**src/rtl/nvm_pkg.sv**
```systemverilog
package nvm_pkg;
  typedef enum logic [1:0] {
    TGT_DATA = 2'd0,
    TGT_PROG = 2'd1,
    TGT_CFG  = 2'd2
  } nvm_tgt_e;

  typedef enum logic [1:0] {
    UL_IDLE = 2'd0,
    UL_HALF = 2'd1,
    UL_OPEN = 2'd2
  } ul_state_e;

  localparam logic [7:0] KEY_FIRST  = 8'h55;
  localparam logic [7:0] KEY_SECOND = 8'hAA;

  localparam logic [2:0] RA_CTRL  = 3'd0;
  localparam logic [2:0] RA_KEY   = 3'd1;
  localparam logic [2:0] RA_LATCH = 3'd2;
  localparam logic [2:0] RA_TBL   = 3'd3;
  localparam int         RA_PTR0  = 4;

  localparam int CB_PGM   = 7;
  localparam int CB_CFG   = 6;
  localparam int CB_DONE  = 5;
  localparam int CB_ERASE = 4;
  localparam int CB_ERR   = 3;
  localparam int CB_WEN   = 2;
  localparam int CB_GO    = 1;
endpackage

```
**src/rtl/nvm_unlock.sv**
```systemverilog
module nvm_unlock
  import nvm_pkg::*;
(
  input  logic       clk,
  input  logic       por_n,
  input  logic       clr,
  input  logic       wr_en,
  input  logic [2:0] wr_addr,
  input  logic [7:0] wr_data,
  output logic       open_o
);
  ul_state_e state_q, state_d;

  always_comb begin
    state_d = state_q;
    if (clr) begin
      state_d = UL_IDLE;
    end else if (wr_en) begin
      if (wr_addr == RA_KEY && wr_data == KEY_FIRST)
        state_d = UL_HALF;
      else if (state_q == UL_HALF && wr_addr == RA_KEY && wr_data == KEY_SECOND)
        state_d = UL_OPEN;
      else
        state_d = UL_IDLE;
    end
  end

  always_ff @(posedge clk or negedge por_n) begin
    if (!por_n) state_q <= UL_IDLE;
    else        state_q <= state_d;
  end

  assign open_o = (state_q == UL_OPEN);
endmodule

```
**src/rtl/nvm_op_timer.sv**
```systemverilog
module nvm_op_timer #(
  parameter int OP_CYCLES = 16
) (
  input  logic clk,
  input  logic por_n,
  input  logic clr,
  input  logic start,
  output logic busy_o,
  output logic fin_o
);
  localparam int CW = (OP_CYCLES > 2) ? $clog2(OP_CYCLES) : 1;
  localparam logic [CW-1:0] LOAD = CW'(OP_CYCLES - 1);

  logic          busy_q, busy_d;
  logic [CW-1:0] cnt_q, cnt_d;

  assign fin_o  = busy_q && (cnt_q == '0);
  assign busy_o = busy_q;

  always_comb begin
    busy_d = busy_q;
    cnt_d  = cnt_q;
    if (clr) begin
      busy_d = 1'b0;
      cnt_d  = '0;
    end else if (start) begin
      busy_d = 1'b1;
      cnt_d  = LOAD;
    end else if (busy_q) begin
      if (cnt_q == '0) busy_d = 1'b0;
      else             cnt_d  = cnt_q - 1'b1;
    end
  end

  always_ff @(posedge clk or negedge por_n) begin
    if (!por_n) begin
      busy_q <= 1'b0;
      cnt_q  <= '0;
    end else begin
      busy_q <= busy_d;
      cnt_q  <= cnt_d;
    end
  end
endmodule

```
**src/rtl/nvm_hold_buf.sv**
```systemverilog
module nvm_hold_buf #(
  parameter int NB = 8,
  localparam int SW = $clog2(NB)
) (
  input  logic          clk,
  input  logic          por_n,
  input  logic          fill_ones,
  input  logic          wr_en,
  input  logic [SW-1:0] wr_sel,
  input  logic [7:0]    wr_data,
  input  logic [SW-1:0] rd_sel,
  output logic [7:0]    rd_data,
  output logic [NB*8-1:0] flat_o
);
  for (genvar g = 0; g < NB; g++) begin : g_byte
    logic [7:0] b_q, b_d;

    always_comb begin
      b_d = b_q;
      if (fill_ones)
        b_d = 8'hFF;
      else if (wr_en && wr_sel == SW'(g))
        b_d = wr_data;
    end

    always_ff @(posedge clk or negedge por_n) begin
      if (!por_n) b_q <= 8'hFF;
      else        b_q <= b_d;
    end

    assign flat_o[g*8 +: 8] = b_q;
  end

  assign rd_data = flat_o[rd_sel*8 +: 8];
endmodule

```
**src/rtl/nvm_write_ctrl.sv**
```systemverilog
module nvm_write_ctrl
  import nvm_pkg::*;
#(
  parameter int PTR_W      = 22,
  parameter int HOLD_BYTES = 8,
  parameter int OP_CYCLES  = 16
) (
  input  logic                    clk,
  input  logic                    por_n,
  input  logic                    warm_rst_n,
  input  logic                    bus_we,
  input  logic [2:0]              bus_addr,
  input  logic [7:0]              bus_wdata,
  output logic [7:0]              bus_rdata,
  output logic [1:0]              mem_tgt,
  output logic [PTR_W-1:0]        mem_addr,
  output logic [HOLD_BYTES*8-1:0] mem_wdata,
  output logic                    mem_wr,
  output logic                    mem_erase,
  output logic                    mem_busy,
  output logic                    done_irq
);
  localparam int SW        = $clog2(HOLD_BYTES);
  localparam int PTR_BYTES = (PTR_W + 7) / 8;
  localparam int HW        = HOLD_BYTES * 8;

  logic pgm_q, pgm_d, cfg_q, cfg_d, ers_q, ers_d, wen_q, wen_d;
  logic err_q, err_d, done_q, done_d;
  logic [7:0]       latch_q, latch_d;
  logic [PTR_W-1:0] ptr_q, ptr_d;
  logic [PTR_BYTES*8-1:0] ptr_pad_w, ptr_pad_r;

  logic busy, fin, key_open, wr_ok, ctrl_wr, start_go, tbl_wr, refill;
  logic [7:0] hold_rd;
  logic [HW-1:0] hold_flat;
  nvm_tgt_e tgt;

  assign wr_ok    = bus_we && warm_rst_n && !busy;
  assign ctrl_wr  = wr_ok && (bus_addr == RA_CTRL);
  assign tbl_wr   = wr_ok && (bus_addr == RA_TBL);
  assign start_go = ctrl_wr && bus_wdata[CB_GO] && wen_q && key_open;
  assign refill   = !warm_rst_n || (fin && !ers_q && tgt == TGT_PROG);

  nvm_unlock u_unlock (
    .clk     (clk),
    .por_n   (por_n),
    .clr     (!warm_rst_n),
    .wr_en   (bus_we),
    .wr_addr (bus_addr),
    .wr_data (bus_wdata),
    .open_o  (key_open)
  );

  nvm_op_timer #(.OP_CYCLES(OP_CYCLES)) u_timer (
    .clk    (clk),
    .por_n  (por_n),
    .clr    (!warm_rst_n),
    .start  (start_go),
    .busy_o (busy),
    .fin_o  (fin)
  );

  nvm_hold_buf #(.NB(HOLD_BYTES)) u_hold (
    .clk       (clk),
    .por_n     (por_n),
    .fill_ones (refill),
    .wr_en     (tbl_wr),
    .wr_sel    (ptr_q[SW-1:0]),
    .wr_data   (latch_q),
    .rd_sel    (ptr_q[SW-1:0]),
    .rd_data   (hold_rd),
    .flat_o    (hold_flat)
  );

  // Target decode: configuration select overrides program/data select.
  always_comb begin
    if (cfg_q)      tgt = TGT_CFG;
    else if (pgm_q) tgt = TGT_PROG;
    else            tgt = TGT_DATA;
  end

  // Next state of the software-visible registers.
  always_comb begin
    pgm_d   = pgm_q;
    cfg_d   = cfg_q;
    ers_d   = ers_q;
    wen_d   = wen_q;
    err_d   = err_q;
    done_d  = done_q;
    latch_d = latch_q;
    ptr_pad_w = '0;
    ptr_pad_w[PTR_W-1:0] = ptr_q;
    if (!warm_rst_n) begin
      pgm_d   = 1'b0;
      cfg_d   = 1'b0;
      ers_d   = 1'b0;
      wen_d   = 1'b0;
      latch_d = '0;
      ptr_pad_w = '0;
      err_d   = err_q | busy;
    end else begin
      if (ctrl_wr) begin
        pgm_d = bus_wdata[CB_PGM];
        cfg_d = bus_wdata[CB_CFG];
        ers_d = bus_wdata[CB_ERASE];
        wen_d = bus_wdata[CB_WEN];
        if (!bus_wdata[CB_ERR])  err_d  = 1'b0;
        if (!bus_wdata[CB_DONE]) done_d = 1'b0;
      end
      if (fin) done_d = 1'b1;
      if (wr_ok && bus_addr == RA_LATCH) latch_d = bus_wdata;
      for (int b = 0; b < PTR_BYTES; b++) begin
        if (wr_ok && bus_addr == 3'(RA_PTR0 + b))
          ptr_pad_w[b*8 +: 8] = bus_wdata;
      end
    end
    ptr_d = ptr_pad_w[PTR_W-1:0];
  end

  always_ff @(posedge clk or negedge por_n) begin
    if (!por_n) begin
      pgm_q   <= 1'b0;
      cfg_q   <= 1'b0;
      ers_q   <= 1'b0;
      wen_q   <= 1'b0;
      err_q   <= 1'b0;
      done_q  <= 1'b0;
      latch_q <= '0;
      ptr_q   <= '0;
    end else begin
      pgm_q   <= pgm_d;
      cfg_q   <= cfg_d;
      ers_q   <= ers_d;
      wen_q   <= wen_d;
      err_q   <= err_d;
      done_q  <= done_d;
      latch_q <= latch_d;
      ptr_q   <= ptr_d;
    end
  end

  // Register read mux.
  always_comb begin
    ptr_pad_r = '0;
    ptr_pad_r[PTR_W-1:0] = ptr_q;
    bus_rdata = 8'h00;
    case (bus_addr)
      RA_CTRL:  bus_rdata = {pgm_q, cfg_q, done_q, ers_q, err_q, wen_q, busy, 1'b0};
      RA_KEY:   bus_rdata = 8'h00;
      RA_LATCH: bus_rdata = latch_q;
      RA_TBL:   bus_rdata = hold_rd;
      default: begin
        for (int b = 0; b < PTR_BYTES; b++) begin
          if (bus_addr == 3'(RA_PTR0 + b)) bus_rdata = ptr_pad_r[b*8 +: 8];
        end
      end
    endcase
  end

  // Array request side.
  always_comb begin
    mem_tgt = tgt;
    if (tgt == TGT_PROG) begin
      mem_addr  = {ptr_q[PTR_W-1:SW], {SW{1'b0}}};
      mem_wdata = hold_flat;
    end else begin
      mem_addr  = ptr_q;
      mem_wdata = {{(HW-8){1'b0}}, latch_q};
    end
  end

  assign mem_busy  = busy;
  assign mem_wr    = busy && !ers_q;
  assign mem_erase = busy && ers_q;
  assign done_irq  = done_q;
endmodule

```
**config.mk**
```make
export PLATFORM = sky130hd
export DESIGN_NAME = nvm_write_ctrl
export DESIGN_NICKNAME = d
export VERILOG_FILES = /design/src/rtl/nvm_pkg.sv /design/src/rtl/nvm_unlock.sv /design/src/rtl/nvm_op_timer.sv /design/src/rtl/nvm_hold_buf.sv /design/src/rtl/nvm_write_ctrl.sv
export SDC_FILE = /design/constraint.sdc
export NUM_CORES = 1
export LEC_CHECK = 0
export BUFFER_PORTS_ARGS = -buffer_cell sky130_fd_sc_hd__buf_2
export CAP_MARGIN = 20
export CORE_MARGIN = 1.5
export CORE_UTILIZATION = 40
export CTS_CLUSTER_SIZE = 16
export DETAILED_ROUTE_END_ITERATION = 10
export GPL_ROUTABILITY_DRIVEN = 1
export GPL_TIMING_DRIVEN = 0
export PLACE_DENSITY = 0.6
export REMOVE_ABC_BUFFERS = 1
export SLEW_MARGIN = 40
export SYNTH_ARGS = -nofsm -noshare
export SYNTH_HDL_FRONTEND = slang
export SYNTH_SLANG_ARGS = --single-unit
```
**constraint.sdc**
```tcl
create_clock -name clk -period 5 [get_ports clk]
set_input_delay 0.25 -clock clk [delete_from_list [all_inputs] [get_ports clk]]
set_output_delay 0.25 -clock clk [all_outputs]
set_load 0.005 [all_outputs]
```
==> results_dict.tcl <==
set metrics [dict create \
    netlist_area_sq_um 6210 \
    async_reset_ff_share_pct 100 \
    path_max_fanout 24 \
    wl_per_cell_um 19.4 \
    p_per_area_nw_per_um2 240 \
    dr.first_iter.drc_count 320 \
    fillers 1458 \
    dpl.hpwl_mm 11.4 \
    grt_pass1_wl_mm 26.6 \
    synthCells 598 \
    fin_skew_ns 0.00700 \
    crit_slowest_cell "dfrtp_2" \
    period_needed_ns 2.84 \
    drive_gt1_share_pct 36.7 \
    crit_buf_inv 1 \
    grt_pass1_vias 4615 \
    cts_hold_buf 1 \
    vias 4723 \
    min_period_over_period_pct 56.8 \
    yosysTopAreaCell "dfstp_2" \
    final_nets 683 \
    yosysSeqAreaShare_pct 44.4 \
    overflow 0 \
    ys_seq_elements 107 \
    clkTransAtPathRegs_ns 0.07 \
    cts_setup_buffers 0 \
    port_buffers 114 \
    slew-limit-headroom_pct 46.6 \
    numCtsBuffers 9 \
    setup_viol 0 \
    worstSetupPathType "reg2out" \
    crit_chain "mux4_2 -> mux2_2 -> a221o_1 -> buf_2" \
    cts-root-buf "clkbuf_16" \
    run_status "complete, no violations" \
    core_area_sq_um 15200 \
    grt_use_total_pct 21.3 \
    synth_top_area_share_pct 27.1 \
    grt_antenna_before_repair 0 \
    first_pass_iters 5 \
    stdcell_count 859 \
    rsz0062_at_grt "no" \
    viasPerCell 5.50 \
    ir_drop_mv 0.201 \
    drv_slew 0 \
    start_kind "flop" \
    h-tree-depth 3 \
    final-hold-violation-count 0 \
    drc 0 \
    start_util_pct 40.9 \
    gp_congestion 0.823 \
    synth_edf_count 0 \
    grt_max_degree 68 \
    fp-row-count 45 \
    syn_area_per_cell_sq_um 10.4 \
    placed_cells 843 \
    clockBufferDepth 2 \
    wirelength_mm 16.7 \
    fin_util_pct 47.0 \
    final_cell_mix "113 x buf_2, 96 x mux2i_1, 86 x nand2_1" \
    tightest_slew_ns 0.798 \
    clkSinkCount 107 \
    ys_top_cells_by_area "dfstp_2 27%, dfrtp_1 17%, mux2i_1 15%" \
    setup_ws_ns 2.16 \
    dieArea_sq_um 16300 \
    area_growth_pct 14.9 \
    synth_ff_type "dfstp_2" \
    synth_cell_types 47 \
    diodes 0 \
    crit_arrival_ns 2.59 \
    insertion_delay_ns 0.36 \
    ios 115 \
    yosysWarnings 0 \
    p_leak_nw 3.18 \
    cts_tree "built" \
    finalSetupTns_ns 0 \
    critPathMaxStageDelay_ns 0.82 \
    cts_resized 0 \
    clock.fmax_mhz 352 \
    maxCapViolCount 0 \
    pre_cts_ws_ns 2.18 \
    holdCritPathClass "in2reg" \
    critPathRequiredTime_ns 4.75 \
    final_common_cell "buf_2" \
    dieHeight_um 128 \
    crit_family "multiplexers" \
    end_kind "output port" \
    die_x_um 128 \
    ant_nets 0 \
]
-- metal layers --
metal / wire (um) / part of all wire, % / vias to the layer above / GRT usage (%)
met1: 7860 / 47 / 2357 / 30.7
li1: - / - / 2185 / -
met4: 202 / 1.2 / 0 / 5.62
met5: 0 / 0 / - / 0
met3: 979 / 5.9 / 14 / 4.65
met2: 7610 / 46 / 167 / 32.5
-- area by class of cell --
class	count	area, sq um	share of cell area (%)
Tap cell	188	235	3.29
Clock inverter	2	10.0	0.140
Sequential cell	107	2760	38.7
Multi-Input combinational cell	419	3110	43.5
Inverter	7	27.5	0.386
Timing Repair Buffer	123	726	10.2
Clock buffer	13	272	3.80
-- Yosys cell counts (all sizes together) (6+ instances only) --
cell type   n
nor2       41
inv         6
nand2      86
dfstp      64
nor3        6
and2       57
a21oi      19
buf        34
nand3       9
nor3b       8
mux2       14
mux4       14
clkbuf     31
dfrtp      43
mux2i      96
o21ai      17
nor2b       7
-- per-stage QoR --
stage / power, mW / hold slack, ns / instance area [sq um]
after floorplan: 0.952 / -0.0456 / 5860
after global placement: 1.02 / 0.474 / 6660
after detailed placement: 1.03 / 0.245 / 6850
after CTS: 1.73 / 0.180 / 7140
after global routing: 1.78 / 0.201 / 7140
final: 1.71 / 0.198 / 7140
-- tightest hold or removal path: stages --
cell,delay [ns]
buf_2,0.14
nand2_1,0.06
a21oi_1,0.05
-- cell families after synthesis --
group                      synth area share [%]
and+or+nand+nor                            20.9
AOI/OAI and AO/OA                          5.06
adders and majority gates                 0.201
DFF                                        44.4
buffers and inverters                      6.12
muxes                                      23.1
xor gates and xnor gates                  0.282
-- report_power, final --
part           internal, mW  leakage (nW)  total (mW)  switching (mW)
Combinational        0.0489          1.77       0.131          0.0821
Clock                 0.378         0.141       0.696           0.318
Sequential            0.876          1.26       0.887          0.0110
Total                  1.30          3.18        1.71           0.411
-- flip-flops by register name, summed over array words and instances (netlist names) --
register	flops
err_q	1
ptr_q	22
done_irq	1
cfg_q	1
ers_q	1
u_unlock.state_q	2
u_hold.g_byte.b_q	64
u_timer.cnt_q	4
u_timer.busy_o	1
pgm_q	1
latch_q	8
wen_q	1
-- worst paths after layout --
path | from | end | slack [ns] | cells after the start
worst min-delay path | bus_wdata[2] | ptr_q[10]$_DFFE_PN0P_ | 0.20 | 3
min in group asynchronous | por_n | latch_q[3]$_DFFE_PN0P_ | 0.45 | 2
worst max register to register | u_timer.busy_o$_DFF_PN0_ | u_timer.busy_o$_DFF_PN0_ | 2.20 | 4
worst max-delay path | ptr_q[0]$_DFFE_PN0P_ | bus_rdata[5] | 2.16 | 4
max in group asynchronous | por_n | u_hold.g_byte[3].b_q[3]$_DFFE_PN1P_ | 3.90 | 3
worst min register to register | u_hold.g_byte[3].b_q[4]$_DFFE_PN1P_ | u_hold.g_byte[3].b_q[4]$_DFFE_PN1P_ | 0.50 | 2
Note: power is estimated with default switching activity, not from simulation.
